## src/rtl/chb_pkg.sv

```systemverilog
package chb_pkg;
   // register word addresses
   localparam int unsigned REG_STATUS = 0;
   localparam int unsigned REG_CTRL   = 1;
   localparam int unsigned REG_PEND   = 2;
   localparam int unsigned REG_IEN    = 3;
   localparam int unsigned REG_RADDR  = 4;
   localparam int unsigned REG_RGO    = 5;

   localparam int unsigned FLAGS_PER_CH = 4;

   // status flag positions within a channel group
   localparam int unsigned ST_TX_ROOM      = 0;
   localparam int unsigned ST_TX_NEARFULL  = 1;
   localparam int unsigned ST_RX_AVAIL     = 2;
   localparam int unsigned ST_RX_NEAREMPTY = 3;

   // pending cause positions within a channel group
   localparam int unsigned PD_RDDONE = 0;
   localparam int unsigned PD_MSG    = 1;
   localparam int unsigned PD_UNF    = 2;
   localparam int unsigned PD_OVF    = 3;

   localparam logic [1:0] HDR_READ = 2'b01;
   localparam int unsigned HDR_TYPE_W = 2;
endpackage

```

## src/rtl/chb_fifo.sv

```systemverilog
module chb_fifo #(
   parameter int unsigned DW    = 32,
   parameter int unsigned DEPTH = 4,
   parameter int unsigned LW    = $clog2(DEPTH + 1)
) (
   input  logic          clk,
   input  logic          rst_n,
   input  logic          push,
   input  logic [DW-1:0] din,
   input  logic          pop,
   output logic [DW-1:0] dout,
   output logic          full,
   output logic          empty,
   output logic [LW-1:0] level
);
   localparam int unsigned PW = (DEPTH > 1) ? $clog2(DEPTH) : 1;
   localparam bit POW2 = (DEPTH == (1 << PW));

   logic [DW-1:0] mem [DEPTH];
   logic [PW-1:0] wp, rp, wp_nx, rp_nx;
   logic [LW-1:0] cnt;
   logic          push_ok, pop_ok;

   assign push_ok = push && !full;
   assign pop_ok  = pop && !empty;

   generate
      if (POW2) begin : g_wrap_nat
         assign wp_nx = wp + 1'b1;
         assign rp_nx = rp + 1'b1;
      end else begin : g_wrap_cmp
         assign wp_nx = (wp == PW'(DEPTH - 1)) ? '0 : wp + 1'b1;
         assign rp_nx = (rp == PW'(DEPTH - 1)) ? '0 : rp + 1'b1;
      end
   endgenerate

   always_ff @(posedge clk) begin
      if (!rst_n) begin
         wp  <= '0;
         rp  <= '0;
         cnt <= '0;
      end else begin
         if (push_ok) wp <= wp_nx;
         if (pop_ok)  rp <= rp_nx;
         case ({push_ok, pop_ok})
            2'b10:   cnt <= cnt + 1'b1;
            2'b01:   cnt <= cnt - 1'b1;
            default: cnt <= cnt;
         endcase
      end
   end

   always_ff @(posedge clk) begin
      if (push_ok) mem[wp] <= din;
   end

   assign full  = (cnt == LW'(DEPTH));
   assign empty = (cnt == '0);
   assign level = cnt;
   assign dout  = empty ? '0 : mem[rp];


   full_drop_chk: assert property (@(posedge clk) disable iff (!rst_n)
      (push && full && !pop) |=> $stable(level));
endmodule

```

## src/rtl/chb_chan.sv

```systemverilog
module chb_chan
   import chb_pkg::*;
#(
   parameter int unsigned DW       = 32,
   parameter int unsigned DEPTH    = 4,
   parameter int unsigned CNT_W    = 6,
   parameter int unsigned AF_SLACK = 1,
   parameter int unsigned AE_SLACK = 1
) (
   input  logic                    clk,
   input  logic                    rst_n,
   input  logic                    tx_push,
   input  logic [DW-1:0]           tx_din,
   output logic                    net_tx_valid,
   output logic [DW-1:0]           net_tx_data,
   input  logic                    net_tx_ready,
   input  logic                    rx_pop,
   output logic [DW-1:0]           rx_dout,
   input  logic                    net_rx_valid,
   input  logic [DW-1:0]           net_rx_data,
   output logic                    net_rx_ready,
   input  logic                    req_start,
   input  logic [CNT_W-1:0]        req_cnt,
   input  logic [FLAGS_PER_CH-1:0] pend_clr,
   output logic [FLAGS_PER_CH-1:0] pend,
   output logic [FLAGS_PER_CH-1:0] status
);
   localparam int unsigned LW = $clog2(DEPTH + 1);

   logic          tx_full, tx_empty, rx_full, rx_empty;
   logic [LW-1:0] tx_lvl, rx_lvl;
   logic          rx_acc, busy, done_hit;
   logic [CNT_W-1:0]        need;
   logic [FLAGS_PER_CH-1:0] pend_q, set_v;

   chb_fifo #(.DW(DW), .DEPTH(DEPTH), .LW(LW)) u_tx (
      .clk(clk), .rst_n(rst_n),
      .push(tx_push), .din(tx_din),
      .pop(net_tx_ready), .dout(net_tx_data),
      .full(tx_full), .empty(tx_empty), .level(tx_lvl));

   chb_fifo #(.DW(DW), .DEPTH(DEPTH), .LW(LW)) u_rx (
      .clk(clk), .rst_n(rst_n),
      .push(net_rx_valid), .din(net_rx_data),
      .pop(rx_pop), .dout(rx_dout),
      .full(rx_full), .empty(rx_empty), .level(rx_lvl));

   assign net_tx_valid = !tx_empty;
   assign net_rx_ready = !rx_full;
   assign rx_acc       = net_rx_valid && !rx_full;
   assign done_hit     = busy && (32'(rx_lvl) >= 32'(need));

   always_comb begin
      set_v            = '0;
      set_v[PD_RDDONE] = done_hit;
      set_v[PD_MSG]    = rx_acc && !busy;
      set_v[PD_UNF]    = rx_pop && rx_empty;
      set_v[PD_OVF]    = tx_push && tx_full;
   end

   always_ff @(posedge clk) begin
      if (!rst_n) begin
         pend_q <= '0;
         busy   <= 1'b0;
         need   <= '0;
      end else begin
         pend_q <= (pend_q & ~pend_clr) | set_v;
         if (req_start && !tx_full) begin
            busy <= 1'b1;
            need <= req_cnt;
         end else if (done_hit) begin
            busy <= 1'b0;
         end
      end
   end

   assign pend = pend_q;

   always_comb begin
      status                  = '0;
      status[ST_TX_ROOM]      = !tx_full;
      status[ST_TX_NEARFULL]  = (32'(DEPTH) - 32'(tx_lvl)) <= AF_SLACK;
      status[ST_RX_AVAIL]     = !rx_empty;
      status[ST_RX_NEAREMPTY] = 32'(rx_lvl) <= AE_SLACK;
   end


   ovf_flag_chk: assert property (@(posedge clk) disable iff (!rst_n)
      (tx_push && tx_full) |=> pend_q[PD_OVF]);

   unf_zero_chk: assert property (@(posedge clk) disable iff (!rst_n)
      (rx_pop && rx_empty) |-> (rx_dout == '0));

   msg_flag_chk: assert property (@(posedge clk) disable iff (!rst_n)
      (net_rx_valid && net_rx_ready && !busy) |=> pend_q[PD_MSG]);

   rd_done_chk: assert property (@(posedge clk) disable iff (!rst_n)
      (busy && (32'(rx_lvl) >= 32'(need)) && !req_start) |=> (pend_q[PD_RDDONE] && !busy));
endmodule

```

## src/rtl/chan_bridge_regs.sv

```systemverilog
module chan_bridge_regs
   import chb_pkg::*;
#(
   parameter int unsigned DW       = 32,
   parameter int unsigned NCH      = 2,
   parameter int unsigned DEPTH    = 4,
   parameter int unsigned ADDR_W   = 4,
   parameter int unsigned CNT_W    = 6,
   parameter int unsigned AF_SLACK = 1,
   parameter int unsigned AE_SLACK = 1
) (
   input  logic              clk,
   input  logic              rst_n,
   input  logic              bus_sel,
   input  logic              bus_wr,
   input  logic [ADDR_W-1:0] bus_addr,
   input  logic [DW-1:0]     bus_wdata,
   output logic [DW-1:0]     bus_rdata,
   output logic              irq,
   output logic [NCH-1:0]    net_tx_valid,
   output logic [NCH*DW-1:0] net_tx_data,
   input  logic [NCH-1:0]    net_tx_ready,
   input  logic [NCH-1:0]    net_rx_valid,
   input  logic [NCH*DW-1:0] net_rx_data,
   output logic [NCH-1:0]    net_rx_ready
);
   localparam int unsigned CH_W  = (NCH > 1) ? $clog2(NCH) : 1;
   localparam int unsigned RA_W  = DW - HDR_TYPE_W - CNT_W;
   localparam int unsigned IW    = ADDR_W - 1;
   localparam int unsigned FL_W  = NCH * FLAGS_PER_CH;

   generate
      if (DEPTH < 2)                   begin : g_e0 $error("DEPTH must be at least 2"); end
      if (FL_W > DW)                   begin : g_e1 $error("flag words exceed DW"); end
      if (ADDR_W < 4)                  begin : g_e2 $error("ADDR_W must be at least 4"); end
      if (NCH > (1 << IW))             begin : g_e3 $error("too many channels for ADDR_W"); end
      if (CNT_W + CH_W > DW)           begin : g_e4 $error("go word fields exceed DW"); end
      if (RA_W < 1)                    begin : g_e5 $error("no room for remote address"); end
      if (AF_SLACK >= DEPTH)           begin : g_e6 $error("AF_SLACK too large"); end
      if (AE_SLACK >= DEPTH)           begin : g_e7 $error("AE_SLACK too large"); end
   endgenerate

   logic            wr_acc, rd_acc, win_hit, go_ok, poll_q;
   logic [31:0]     addr32;
   logic [IW-1:0]   win_idx;
   logic [CH_W-1:0] go_ch;
   logic [CNT_W-1:0] go_cnt;
   logic [RA_W-1:0] raddr_q;
   logic [FL_W-1:0] ien_q, pend_all, stat_all;
   logic [DW-1:0]   header, win_rd;
   logic [DW-1:0]   rx_dout [NCH];

   assign wr_acc  = bus_sel && bus_wr;
   assign rd_acc  = bus_sel && !bus_wr;
   assign addr32  = 32'(bus_addr);
   assign win_idx = bus_addr[IW-1:0];
   assign win_hit = bus_addr[ADDR_W-1] && (32'(win_idx) < NCH);
   assign go_cnt  = bus_wdata[CNT_W-1:0];
   assign go_ch   = bus_wdata[CNT_W +: CH_W];
   assign go_ok   = wr_acc && (addr32 == REG_RGO) && (go_cnt != '0) && (32'(go_ch) < NCH);
   assign header  = {HDR_READ, go_cnt, raddr_q};

   generate
      for (genvar c = 0; c < NCH; c++) begin : g_ch
         logic win_sel, req_here;
         assign win_sel  = win_hit && (32'(win_idx) == c);
         assign req_here = go_ok && (32'(go_ch) == c);

         chb_chan #(
            .DW(DW), .DEPTH(DEPTH), .CNT_W(CNT_W),
            .AF_SLACK(AF_SLACK), .AE_SLACK(AE_SLACK)
         ) u_ch (
            .clk(clk), .rst_n(rst_n),
            .tx_push((wr_acc && win_sel) || req_here),
            .tx_din(req_here ? header : bus_wdata),
            .net_tx_valid(net_tx_valid[c]),
            .net_tx_data(net_tx_data[DW*c +: DW]),
            .net_tx_ready(net_tx_ready[c]),
            .rx_pop(rd_acc && win_sel),
            .rx_dout(rx_dout[c]),
            .net_rx_valid(net_rx_valid[c]),
            .net_rx_data(net_rx_data[DW*c +: DW]),
            .net_rx_ready(net_rx_ready[c]),
            .req_start(req_here),
            .req_cnt(go_cnt),
            .pend_clr((wr_acc && addr32 == REG_PEND) ?
                      bus_wdata[FLAGS_PER_CH*c +: FLAGS_PER_CH] : '0),
            .pend(pend_all[FLAGS_PER_CH*c +: FLAGS_PER_CH]),
            .status(stat_all[FLAGS_PER_CH*c +: FLAGS_PER_CH]));
      end
   endgenerate

   always_ff @(posedge clk) begin
      if (!rst_n) begin
         poll_q  <= 1'b0;
         ien_q   <= '0;
         raddr_q <= '0;
      end else if (wr_acc) begin
         if (addr32 == REG_CTRL)  poll_q  <= bus_wdata[0];
         if (addr32 == REG_IEN)   ien_q   <= bus_wdata[FL_W-1:0];
         if (addr32 == REG_RADDR) raddr_q <= bus_wdata[RA_W-1:0];
      end
   end

   always_comb begin
      win_rd = '0;
      for (int c = 0; c < NCH; c++)
         if (32'(win_idx) == c) win_rd = rx_dout[c];
   end

   always_comb begin
      bus_rdata = '0;
      if (rd_acc) begin
         if (win_hit)                      bus_rdata = win_rd;
         else if (addr32 == REG_STATUS)    bus_rdata = DW'(stat_all);
         else if (addr32 == REG_CTRL)      bus_rdata = DW'(poll_q);
         else if (addr32 == REG_PEND)      bus_rdata = DW'(pend_all);
         else if (addr32 == REG_IEN)       bus_rdata = DW'(ien_q);
         else if (addr32 == REG_RADDR)     bus_rdata = DW'(raddr_q);
      end
   end

   assign irq = !poll_q && |(pend_all & ien_q);


   poll_quiet_chk: assert property (@(posedge clk) disable iff (!rst_n)
      (wr_acc && addr32 == REG_CTRL && bus_wdata[0]) |=> !irq);
endmodule

```

## config.mk

```make
export PLATFORM = sky130hd
export DESIGN_NAME = chan_bridge_regs
export DESIGN_NICKNAME = d
export VERILOG_FILES = /design/src/rtl/chb_pkg.sv /design/src/rtl/chb_fifo.sv /design/src/rtl/chb_chan.sv /design/src/rtl/chan_bridge_regs.sv
export SDC_FILE = /design/constraint.sdc
export NUM_CORES = 1
export LEC_CHECK = 0
export BUFFER_PORTS_ARGS = -buffer_cell sky130_fd_sc_hd__buf_2
export CAP_MARGIN = 20
export CORE_MARGIN = 3
export CORE_UTILIZATION = 45
export CTS_BUF_LIST = sky130_fd_sc_hd__clkbuf_4 sky130_fd_sc_hd__clkbuf_8
export DETAILED_ROUTE_END_ITERATION = 16
export GPL_ROUTABILITY_DRIVEN = 0
export PLACE_DENSITY = 0.63
export SYNTH_ARGS = -nofsm -noshare
export SYNTH_HDL_FRONTEND = slang
export SYNTH_HIERARCHICAL = 1
export SYNTH_SLANG_ARGS = --single-unit
```

## constraint.sdc

```tcl
create_clock -name clk -period 9.2 [get_ports clk]
set_input_delay 1.38 -clock clk [delete_from_list [all_inputs] [get_ports clk]]
set_output_delay 1.38 -clock clk [all_outputs]
set_load 0.02 [all_outputs]
```

# Yosys cells after proc, flatten, opt, wreduce, memory -nomap -nowiden
# Memories as Yosys holds them, arrays and structs flattened. A register that Yosys moved wholly into a read port is not among the register bits.
# Index checks and enable logic that the tools add are counted.
# op_classes
addsub	18
n_lt_le_gt_ge	7
eq_ne	18
n_mux	41
n_bitwise	8
n_reduce_logical	64
# ops
cell	count
32-bit two-way mux	10
24-bit two-way mux	5
32-bit by 1-bit less-or-equal comparator with 1-bit output, second input constant	2
1-bit logical AND	33
32-bit zero test	1
3-bit case mux with 2 select lines	4
2-bit by 1-bit adder with 2-bit output, second input constant	8
2-bit two-way mux	8
3-bit zero test	5
3-bit by 1-bit adder with 3-bit output, second input constant	4
3-bit == test, second input constant	4
3-bit by 6-bit greater-or-equal comparator with 1-bit output	2
1-bit zero test	12
1-bit two-way mux	12
2-bit nonzero test	6
3-bit by 1-bit subtractor with 3-bit output, second input constant	4
4-bit bitwise AND	2
8-bit bitwise AND	1
2-bit by 1-bit == test with 1-bit output, second input constant	4
2-bit == test, second input constant	4
4-bit by 2-bit == test with 1-bit output, second input constant	2
4-bit by 3-bit == test with 1-bit output, second input constant	2
4-bit two-way mux	2
4-bit NOT	2
11 further kinds	17
# totals
register_bits	83
ram_bits	512
out_inout_bits	101
wordCells	181
n_memories	4
# mem_list
name	depth	word_bits	read_ports	rd_ports_with_merged_regs	wr	line_no	rtl
g_ch[0].u_ch.u_rx.mem	4	32	1	1	1	chb_fifo.sv:19	logic [DW-1:0] mem [DEPTH];
g_ch[0].u_ch.u_tx.mem	4	32	1	1	1	chb_fifo.sv:19	
g_ch[1].u_ch.u_rx.mem	4	32	1	1	1	chb_fifo.sv:19	
g_ch[1].u_ch.u_tx.mem	4	32	1	1	1	chb_fifo.sv:19	

# Longest topological paths before layout
# Gate-level depths: netlist (run 1).
# depth
word_depth	8
mapped_depth	16
ltp_nobuf	12

# By module
# Netlist (run 1), hierarchy kept.
# modules_own_cells
mod	instances	cells_per_inst	area_each_um2
chb_fifo	4	256	5330.1
chan_bridge_regs	1	402	3493.4
chb_chan	2	67	546.8

# Worst setup path after synthesis (run 1)
# No wires, ideal clock.
# synth_path
path_type	input to output
from	input port bus_addr[2]
to	output port bus_rdata[2]
arrival_time_ns	2.786
required_time_ns	7.820
slack_ns	5.034
stages	5
n_path_buf	1
cell_sequence	buf_2 -> nor2b_1 -> a22oi_1 -> or3_1 -> a221oi_1
# synth_between
elab_chain_len	8
elab_cells_between_ends	18
cone_classes	1 x order compare; 5 x eq/ne; 9 x mux; 3 x reduce/logical
# synth_lines
element	line_no	rtl
from (decl)	chan_bridge_regs.sv:16	input logic [ADDR_W-1:0] bus_addr,
4-bit by 3-bit == test with 1-bit output	chan_bridge_regs.sv:119	else if (addr32 == REG_RADDR) bus_rdata = DW'(raddr_q);
24-bit two-way mux	chan_bridge_regs.sv:119	
24-bit two-way mux	chan_bridge_regs.sv:118	else if (addr32 == REG_IEN) bus_rdata = DW'(ien_q);
24-bit two-way mux	chan_bridge_regs.sv:117	else if (addr32 == REG_PEND) bus_rdata = DW'(pend_all);
24-bit two-way mux	chan_bridge_regs.sv:116	else if (addr32 == REG_CTRL) bus_rdata = DW'(poll_q);
24-bit two-way mux	chan_bridge_regs.sv:115	else if (addr32 == REG_STATUS) bus_rdata = DW'(stat_all);
32-bit two-way mux *	chan_bridge_regs.sv:114	if (win_hit) bus_rdata = win_rd;
32-bit two-way mux *	chan_bridge_regs.sv:113	if (rd_acc) begin
to (decl)	chan_bridge_regs.sv:18	output logic [DW-1:0] bus_rdata,
# Mark *: on every way between the ends. The rest lies on a longest branch, timed or not.

# Final worst setup path (run 1)
# layout_path
from	input port bus_addr[0]
to	register g_ch[0].u_ch.u_tx.cnt[2]
# layout_between
elab_chain_len	8
elab_cells_between_ends	15
cone_classes	1 x order compare; 3 x eq/ne; 1 x mux; 10 x reduce/logical
# layout_lines
element	line_no	rtl
3-bit by 2-bit less-than comparator with 1-bit output / 4-bit by 3-bit == test with 1-bit output (equally long branches)	chan_bridge_regs.sv:57, chan_bridge_regs.sv:60	
1-bit logical AND (on tied branches)	chan_bridge_regs.sv:57, chan_bridge_regs.sv:60	
1-bit logical AND (on tied branches)	chan_bridge_regs.sv:66, chan_bridge_regs.sv:60	
1-bit logical AND (on tied branches)	chan_bridge_regs.sv:74, chan_bridge_regs.sv:67	
1-bit logical OR *	chan_bridge_regs.sv:74	.tx_push((wr_acc && win_sel) || req_here),
1-bit logical AND *	chb_fifo.sv:24	assign push_ok = push && !full;
2-bit by 1-bit == test with 1-bit output / 2-bit == test (equally long branches)	chb_fifo.sv:45	case ({push_ok, pop_ok})
3-bit case mux with 2 select lines / 2-bit nonzero test (equally long branches)	n/a	
to (signal assigned)	chb_fifo.sv:46	2'b10: cnt <= cnt + 1'b1;
to (signal assigned)	chb_fifo.sv:47	2'b01: cnt <= cnt - 1'b1;
to (signal assigned)	chb_fifo.sv:48	default: cnt <= cnt;
to (decl)	chb_fifo.sv:21	logic [LW-1:0] cnt;
# Marks and branches as above.
# A chain may end at the register's enable or synchronous reset.

==> flow_summary.toml, run 1 <==
[sta]
fmax_mhz = 202
slew_headroom_pct = 23.1
finalHoldViolCount = 0
fin_crit_ns = 4.94
skew_ns = 0.0308
final_max_slew_viol_count = 0
finalCritPeriodShare_pct = 53.7
tns_ns = 0
setup_violations = 0
worst_slew_pin_slew_ns = 1.15
rsz0062_at_grt = "no"
setup_slack_ns = 4.26

[synth]
yosysUniqueCellTypes = 53
synthAdderAreaFrac_pct = 1.56
synth_area_sq_um = 25900
seq_area_frac_synth_pct = 66.4
ys_warn_count = 6
synth-simple-area-share_pct = 8.91
ys_async_sr_fraction_pct = 0
synth-seq-cells = 603
synth_area_leaders = "edfxtp_1 59%, mux4_2 11%, dfxtp_1 7.0%, nor2b_1 3.5%, mux2_4 3.1%"
synth_largest_area_cell = "edfxtp_1"
synth_top_cell_area_share_pct = 59.3
synth_edf_count = 512
synth_top_family_by_area = "multiplexers"
syn_inst = 1560
synth.area.mux_share_pct = 16.2
avgSynthCellArea_sq_um = 16.6
synth-compound-area-share_pct = 3.90
synth_flop_cell = "edfxtp_1"
synth_nets = 1698
synth-xor-area-share_pct = 0.270

[grt]
antenna_found_initial = 16
met1_usage_pct = 25.9
grt_overflow = 0
gr-max-usage-layer = "met2"
met2_usage_pct = 34.3
grt_pass1_wl_microns = 90100
grt_pass1_vias = 14277
track_usage_pct = 20.2
grt_start_max_net_pins = 74
grt_use_met3_pct = 5.23

[power]
vdd.ir_drop.worst_mv = 0.135
power_leakage_nw = 10.1
powerDensity_nw_per_um2 = 193
power_mw = 5.70

[cts]
clock_path_buffers = 3
clk-insertion-delay-late_ns = 0.67
post-cts-setup-buffers = 0
path_clk_slew_ns = 0.06
cts.sinks = 603
cts_resized = 0
cts_tree = "built"
holdBufCountCts = 0
cts_made_buffers = 99
htreeDepth = 3
root_buffer = "clkbuf_8"

[routing]
vias = 14258
via_per_inst = 5.37
drtPass1Iterations = 5
ant_nets = 0
drc = 0
drt_iter0_drc = 977
totalWireLength_microns = 61200
post_drt_wl_per_cell_microns = 23.1

[finish]
fillers = 4661
syn_to_final_growth_pct = 14.0
final_cell_mix = "512 x edfxtp_1, 208 x buf_2, 146 x nor2b_1, 140 x nand2_1, 128 x mux4_2"
fin_cells = 2653
final_layout_size_suffix_gt1_share_pct = 32.3
fin_area_sq_um = 29500
finalNetCount = 1953
final_common_cell = "edfxtp_1"

[critical_path]
crit_required_ns = 9.79
worstSetupEndpointType = "flip-flop"
crit_type = "input pin to flip-flop"
path_max_fanout = 50
worstPathArrival_ns = 5.53
cp-start-kind = "input pin"

[floorplanning]
chipWidth_microns = 246
die-height_microns = 246
die_area_sq_um = 60500
ioPinCount = 209
start_util_pct = 45.7
placeableCoreArea_sq_um = 56700
rows = 87

[placed_design]
hpwlAfterDp_microns = 40000
placed_area_sq_um = 27600
port_buffers = 208
dp_slack_ns = 3.58
dp_cells = 2469

[job]
cap_violations = 0

[outcome]
outcome = "completed"

[min_path]
min_path_type = "flip-flop to flip-flop"
[through the flow]
step / util, % / hold WS [ns]
floorplan: - / 0.443
global placement: 48.6 / 0.456
detailed placement: 48.6 / 0.466
CTS: 52.0 / 0.479
global route: 52.1 / 0.510
finish: 52.1 / 0.481
[sequential cells by signal (all words and copies together), names as in the netlist, 2 cells and up, named ones only]
register              count
g_ch.u_ch/need           12
g_ch.u_ch/u_rx/rp         4
g_ch.u_ch/u_tx/wp         4
g_ch.u_ch/u_tx/mem      256
raddr_q                  24
g_ch.u_ch/u_rx/wp         4
g_ch.u_ch/u_tx/level      6
g_ch.u_ch/pend            8
g_ch.u_ch/u_rx/level      6
g_ch.u_ch/u_rx/mem      256
ien_q                     8
g_ch.u_ch/u_tx/rp         4
g_ch.u_ch/busy            2
[final timing paths]
path / startpoint / endpoint / slack (ns) / cells after the start
setup / recovery: bus_addr[0] / g_ch[0].u_ch/u_tx/level[2]$_SDFFE_PN0P_ / 4.26 / 14
hold / removal: g_ch[0].u_ch/need[2]$_SDFFE_PN0P_ / g_ch[0].u_ch/need[2]$_SDFFE_PN0P_ / 0.48 / 2
setup reg to reg: g_ch[0].u_ch/u_tx/level[2]$_SDFFE_PN0P_ / g_ch[0].u_ch/u_tx/level[2]$_SDFFE_PN0P_ / 6.52 / 9
hold reg to reg: g_ch[0].u_ch/need[2]$_SDFFE_PN0P_ / g_ch[0].u_ch/need[2]$_SDFFE_PN0P_ / 0.48 / 2
[report_power, final]
| group | total (mW) | internal, mW | switching, mW | leakage (nW) |
|---|---|---|---|---|
| Sequential | 3.06 | 3.03 | 0.0220 | 5.39 |
| Combinational | 0.382 | 0.147 | 0.235 | 3.73 |
| Clock | 2.26 | 1.24 | 1.02 | 1.02 |
| Total | 5.70 | 4.42 | 1.28 | 10.1 |
[layout make-up]
class	count	area (sq um)	area share (%)
Antenna cell	6	15.0	0.0508
Clock buffer	147	1750	5.94
Clock inverter	30	173	0.585
Inverter	46	173	0.585
Multi-Input combinational cell	825	7990	27.0
Sequential cell	603	17200	58.2
Tap cell	756	946	3.20
Timing Repair Buffer	240	1290	4.36
[synthesized netlist by cell type (all sizes together) (5+ instances only)]
master	number
edfxtp	512
nand2	140
inv	46
and2	36
nor2	16
nor3	7
mux2	62
nand3	12
mux4	128
nor3b	10
dfxtp	91
a22oi	23
a21oi	7
nand3b	5
or3	11
a21boi	51
ha	26
o21ai	32
nand2b	11
a221oi	8
a211oi	5
buf	52
nor2b	146
mux2i	41
clkbuf	34
[logic make-up (layout without fill, tap and decap cells)]
family | Yosys count | after routing
compound gates | 145 | 145
simple gates | 411 | 411
buf+inv | 132 | 463
flops | 603 | 603
other cells | 0 | 6
fa+ha+maj | 30 | 30
xor+xnor | 8 | 8
mux | 231 | 231
[worst max-delay path, cell delays in order]
cell      delay [ns]
buf_2           0.09
buf_4           0.63
nand4b_1        0.23
a211oi_2        0.35
and2b_2         0.97
a41o_1          0.24
nor2b_1         0.48
inv_1           0.10
ha_1            0.24
inv_1           0.08
fa_1            0.18
xor2_1          0.08
or3_1           0.30
a21boi_0        0.16
[metal layers]
metal,vias to the layer above,wire [microns]
met5,-,144
met4,22,1340
met3,112,4060
met2,452,30900
met1,7202,24800
li1,6470,-
No activity file was read; power rests on OpenSTA's default activity.
==> inputs of run 2 (changes only) <==
==> constraint.sdc (replaced) <==
create_clock -name clk -period 4.8 [get_ports clk]
set_input_delay 0.72 -clock clk [delete_from_list [all_inputs] [get_ports clk]]
set_output_delay 0.72 -clock clk [all_outputs]
set_load 0.02 [all_outputs]
==> flow_summary.toml, run 2 (synthesis gave the netlist of run 1 again) <==
[critical_path]
crit_chain = "buf_12 -> mux4_2 -> nor2b_1 -> mux2i_1 -> a211oi_1 -> buf_2"
worstPathArrival_ns = 3.08
critPathBufInv = 2
cp_top_family = "multiplexers"
cp-start-kind = "flip-flop"
worstSetupEndpointType = "output pin"
crit_required_ns = 4.08
crit_type = "flip-flop to output pin"
slowest_delay_ns = 0.73
path_max_fanout = 17
slowest_stage = "dfxtp_2"

[placed_design]
port_buffers = 208
hpwlAfterDp_microns = 40700
dp_cells = 2476
placed_area_sq_um = 27600
dp_slack_ns = 1.12

[cts]
cts.sinks = 603
post-cts-setup-buffers = 0
cts_tree = "built"
root_buffer = "clkbuf_8"
clk-insertion-delay-late_ns = 0.67
holdBufCountCts = 0
path_clk_slew_ns = 0.06
cts_resized = 0
cts_made_buffers = 100
clock_path_buffers = 3
htreeDepth = 3

[job]
cap_violations = 0

[min_path]
min_path_type = "input pin to flip-flop"

[sta]
fin_crit_ns = 3.80
setup_slack_ns = 0.995
setup_violations = 0
skew_ns = 0.0244
rsz0062_at_grt = "no"
worst_slew_pin_slew_ns = 1.13
slew_headroom_pct = 24.6
final_max_slew_viol_count = 0
fmax_mhz = 263
finalCritPeriodShare_pct = 79.3
tns_ns = 0
finalHoldViolCount = 0

[routing]
vias = 14248
ant_nets = 0
post_drt_wl_per_cell_microns = 23.2
drtPass1Iterations = 5
drc = 0
via_per_inst = 5.35
drt_iter0_drc = 936
totalWireLength_microns = 61800

[floorplanning]
placeableCoreArea_sq_um = 56700
rows = 87
die-height_microns = 246
chipWidth_microns = 246
start_util_pct = 45.7
die_area_sq_um = 60500
ioPinCount = 209

[power]
power_mw = 11.4
powerDensity_nw_per_um2 = 383
vdd.ir_drop.worst_mv = 0.321
power_leakage_nw = 10.3

[grt]
grt_overflow = 0
antenna_found_initial = 13
grt_start_max_net_pins = 47
grt_pass1_vias = 14659
grt_pass1_wl_microns = 91800
track_usage_pct = 20.6

[finish]
fin_area_sq_um = 29800
final_cell_mix = "512 x edfxtp_1, 208 x buf_2, 146 x nor2b_1, 140 x nand2_1, 128 x mux4_2"
fin_cells = 2665
finalNetCount = 1960
final_common_cell = "edfxtp_1"
reg_top3 = "g_ch.u_ch/u_rx/mem x256, g_ch.u_ch/u_tx/mem x256, raddr_q x24"
final_layout_size_suffix_gt1_share_pct = 33.0
syn_to_final_growth_pct = 15.2

[outcome]
outcome = "completed"
run 2: changes by cell type in the layout (fill, tap and decap cells not counted), moves of 6 or more:
| cell | change |
|---|---|
| buf_4 | +6 |
| bufinv_16 | +6 |
| clkbuf_8 | +8 |
| clkinv_1 | -6 |
run 2: layout make-up:
type	instances	area (sq um)
fillers	4669	26900
flip-flops and latches	603	17200
multi-input cells	825	7990
clock buffers	154	1860
repair buffers	246	1340
well taps	756	946
clock inverters	30	332
inverters	46	173
diodes	5	12.5
run 2: worst paths after layout:
kind / cells past startpoint / slack (ns) / end / from
max: 6 / 1.0 / bus_rdata[5] / flip-flop
min: 1 / 0.27 / g_ch[1].u_ch/u_rx/mem[1][9]$_DFFE_PP_ / net_rx_data[41]
max reg2reg: 9 / 1.96 / g_ch[0].u_ch/u_rx/level[2]$_SDFFE_PN0P_ / g_ch[0].u_ch/u_rx/level[1]$_SDFFE_PN0P_
min reg2reg: 2 / 0.48 / g_ch[1].u_ch/need[1]$_SDFFE_PN0P_ / g_ch[1].u_ch/need[1]$_SDFFE_PN0P_
run 2: routing by layer:
layer  GRT usage, %  up-vias  wire length, microns
met5              0        -                   105
met4           5.63       18                  1320
met3           5.74      102                  4450
met2           34.5      454                 31000
met1           26.4     7191                 25000
li1               -     6483                     -
run 2: report_power, final:
group          internal [mW]  switching [mW]  total (mW)
registers               5.81          0.0515        5.86
logic                  0.285           0.440       0.725
clock network           2.84            1.99        4.83
run 2: stage by stage:
stage / util, % / hold slack, ns
2_1_floorplan: - / 0.443
3_3_place_gp: 48.8 / 0.460
3_5_place_dp: 48.8 / 0.470
4_1_cts: 52.6 / 0.183
5_1_grt: 52.6 / 0.197
6_report: 52.6 / 0.269
==> inputs of run 3 (changes only) <==
--- a/config.mk
+++ b/config.mk
@@ -12,7 +12,7 @@
 export CTS_BUF_LIST = sky130_fd_sc_hd__clkbuf_4 sky130_fd_sc_hd__clkbuf_8
 export DETAILED_ROUTE_END_ITERATION = 16
 export GPL_ROUTABILITY_DRIVEN = 0
-export PLACE_DENSITY = 0.63
+export PLACE_DENSITY = 0.65
 export SYNTH_ARGS = -nofsm -noshare
 export SYNTH_HDL_FRONTEND = slang
 export SYNTH_HIERARCHICAL = 1
==> constraint.sdc (replaced) <==
create_clock -name clk -period 3.3 [get_ports clk]
set_input_delay 0.495 -clock clk [delete_from_list [all_inputs] [get_ports clk]]
set_output_delay 0.495 -clock clk [all_outputs]
set_load 0.02 [all_outputs]
==> flow_summary.toml, run 3 (synthesis gave the netlist of run 1 again) <==
[finish]
syn_to_final_growth_pct = 17.7
fin_util_pct = 53.8
final_layout_size_suffix_gt1_share_pct = 32.1
reg_top3 = "g_ch.u_ch/u_rx/mem x256, g_ch.u_ch/u_tx/mem x256, raddr_q x24"
fin_cells = 2746
seq_area_sq_um = 17200
finalNetCount = 2050
fin_area_sq_um = 30500
final_cell_mix = "512 x edfxtp_1, 208 x buf_2, 146 x nor2b_1, 140 x nand2_1, 128 x mux4_2"
multi_input_area_sq_um = 7990
final_common_cell = "edfxtp_1"
fillers = 4541

[cts]
path_clk_slew_ns = 0.06
clk-insertion-delay-late_ns = 0.68
cts_tree = "built"
clock_path_buffers = 3
cts.sinks = 603
root_buffer = "clkbuf_8"
cts_made_buffers = 98
htreeDepth = 3

[sta]
setup_violations = 0
fin_crit_ns = 3.14
setup_slack_ns = 0.163
fmax_mhz = 319
skew_ns = 0.0338
hold_slack_ns = 0.0691
rsz0062_at_grt = "no"
slew_headroom_pct = 55.8
finalCritPeriodShare_pct = 95.1
tns_ns = 0
worst_slew_pin_slew_ns = 0.663
finalHoldViolCount = 0
final_max_slew_viol_count = 0

[placed_design]
placed_area_sq_um = 27900
hpwlAfterDp_microns = 40500
port_buffers = 208
dp_cells = 2500
dp_slack_ns = 0.0859

[grt]
grt_overflow = 0
grt_pass1_vias = 14959
antenna_found_initial = 9
grt_start_max_net_pins = 39
track_usage_pct = 20.2
grt_pass1_wl_microns = 91200

[power]
powerDensity_nw_per_um2 = 518
power_mw = 15.8
power_leakage_nw = 10.6
vdd.ir_drop.worst_mv = 0.452

[routing]
drt_iter0_drc = 1004
drtPass1Iterations = 5
via_per_inst = 5.31
ant_nets = 0
vias = 14594
post_drt_wl_per_cell_microns = 22.2
totalWireLength_microns = 61000
drc = 0

[floorplanning]
die-height_microns = 246
die_area_sq_um = 60500
chipWidth_microns = 246
placeableCoreArea_sq_um = 56700
ioPinCount = 209
rows = 87
start_util_pct = 45.7

[critical_path]
critPathBufInv = 3
slowest_delay_ns = 0.54
worstPathArrival_ns = 2.64
cp_top_family = "multiplexers"
worstSetupEndpointType = "output pin"
crit_chain = "buf_12 -> buf_12 -> mux4_2 -> nor2b_1 -> mux2i_1 -> a22oi_1 -> buf_2"
crit_required_ns = 2.80
path_max_fanout = 15
r2r_end = "g_ch[1].u_ch/u_rx/level[2]$_SDFFE_PN0P_"
reg2regPathDepth = 9
cp-start-kind = "flip-flop"
r2r-start = "g_ch[1].u_ch/u_rx/level[2]$_SDFFE_PN0P_"
crit_type = "flip-flop to output pin"
crit_top_cell = "buf_12"
slowest_stage = "mux4_2"
reg2reg_slack_ns = 0.81

[min_path]
min_path_type = "input pin to flip-flop"
hold-path-cell-count = 1
whs_endpoint = "g_ch[1].u_ch/u_rx/mem[3][22]$_DFFE_PP_"
hp-start = "net_rx_data[54]"

[outcome]
outcome = "completed"

[job]
cap_violations = 0
[run 3: layout make-up]
type	instances	area share, %
antenna	3	0.0246
tap	756	3.10
timing repair buffer	338	7.54
inverter	46	0.566
clock buffer	137	5.55
multi-input combinational	825	26.2
clock inverter	38	0.624
sequential	603	56.4
[run 3: what timing repair did]
action	in CTS	in global routing
hold buffers	60	0
cloned	0	1
setup endpoints to repair	16	5
buffers inserted	0	7
resized for setup	2	1
hold endpoints to repair	234	0
pin swaps	0	0
[run 3: metal layers]
layer / GRT usage (%) / vias to the layer above / part of all wire (%)
li1: - / 6661 / -
met1: 26.2 / 7351 / 41
met2: 34.2 / 475 / 50
met3: 4.46 / 101 / 6.4
met4: 6.11 / 6 / 2.4
met5: 0 / - / 0.061
[run 3: worst max-delay path by stage]
stage	start	to	depth (start not counted)
after detailed placement	bus_wdata[1]	g_ch[0].u_ch/u_tx/level[2]$_SDFFE_PN0P_	13
after CTS	flip-flop	bus_rdata[0]	7
after global routing	flip-flop	bus_rdata[0]	7
after floorplan	bus_addr[3]	g_ch[0].u_ch/u_tx/level[2]$_SDFFE_PN0P_	16
final	flip-flop	bus_rdata[10]	7
after global placement	bus_wdata[1]	g_ch[0].u_ch/u_tx/level[2]$_SDFFE_PN0P_	13
[run 3: power by group]
group	leakage (nW)	total, mW	switching [mW]	internal [mW]
clock	1.00	6.16	2.79	3.37
combinational	4.20	1.12	0.644	0.478
sequential	5.39	8.52	0.0673	8.45
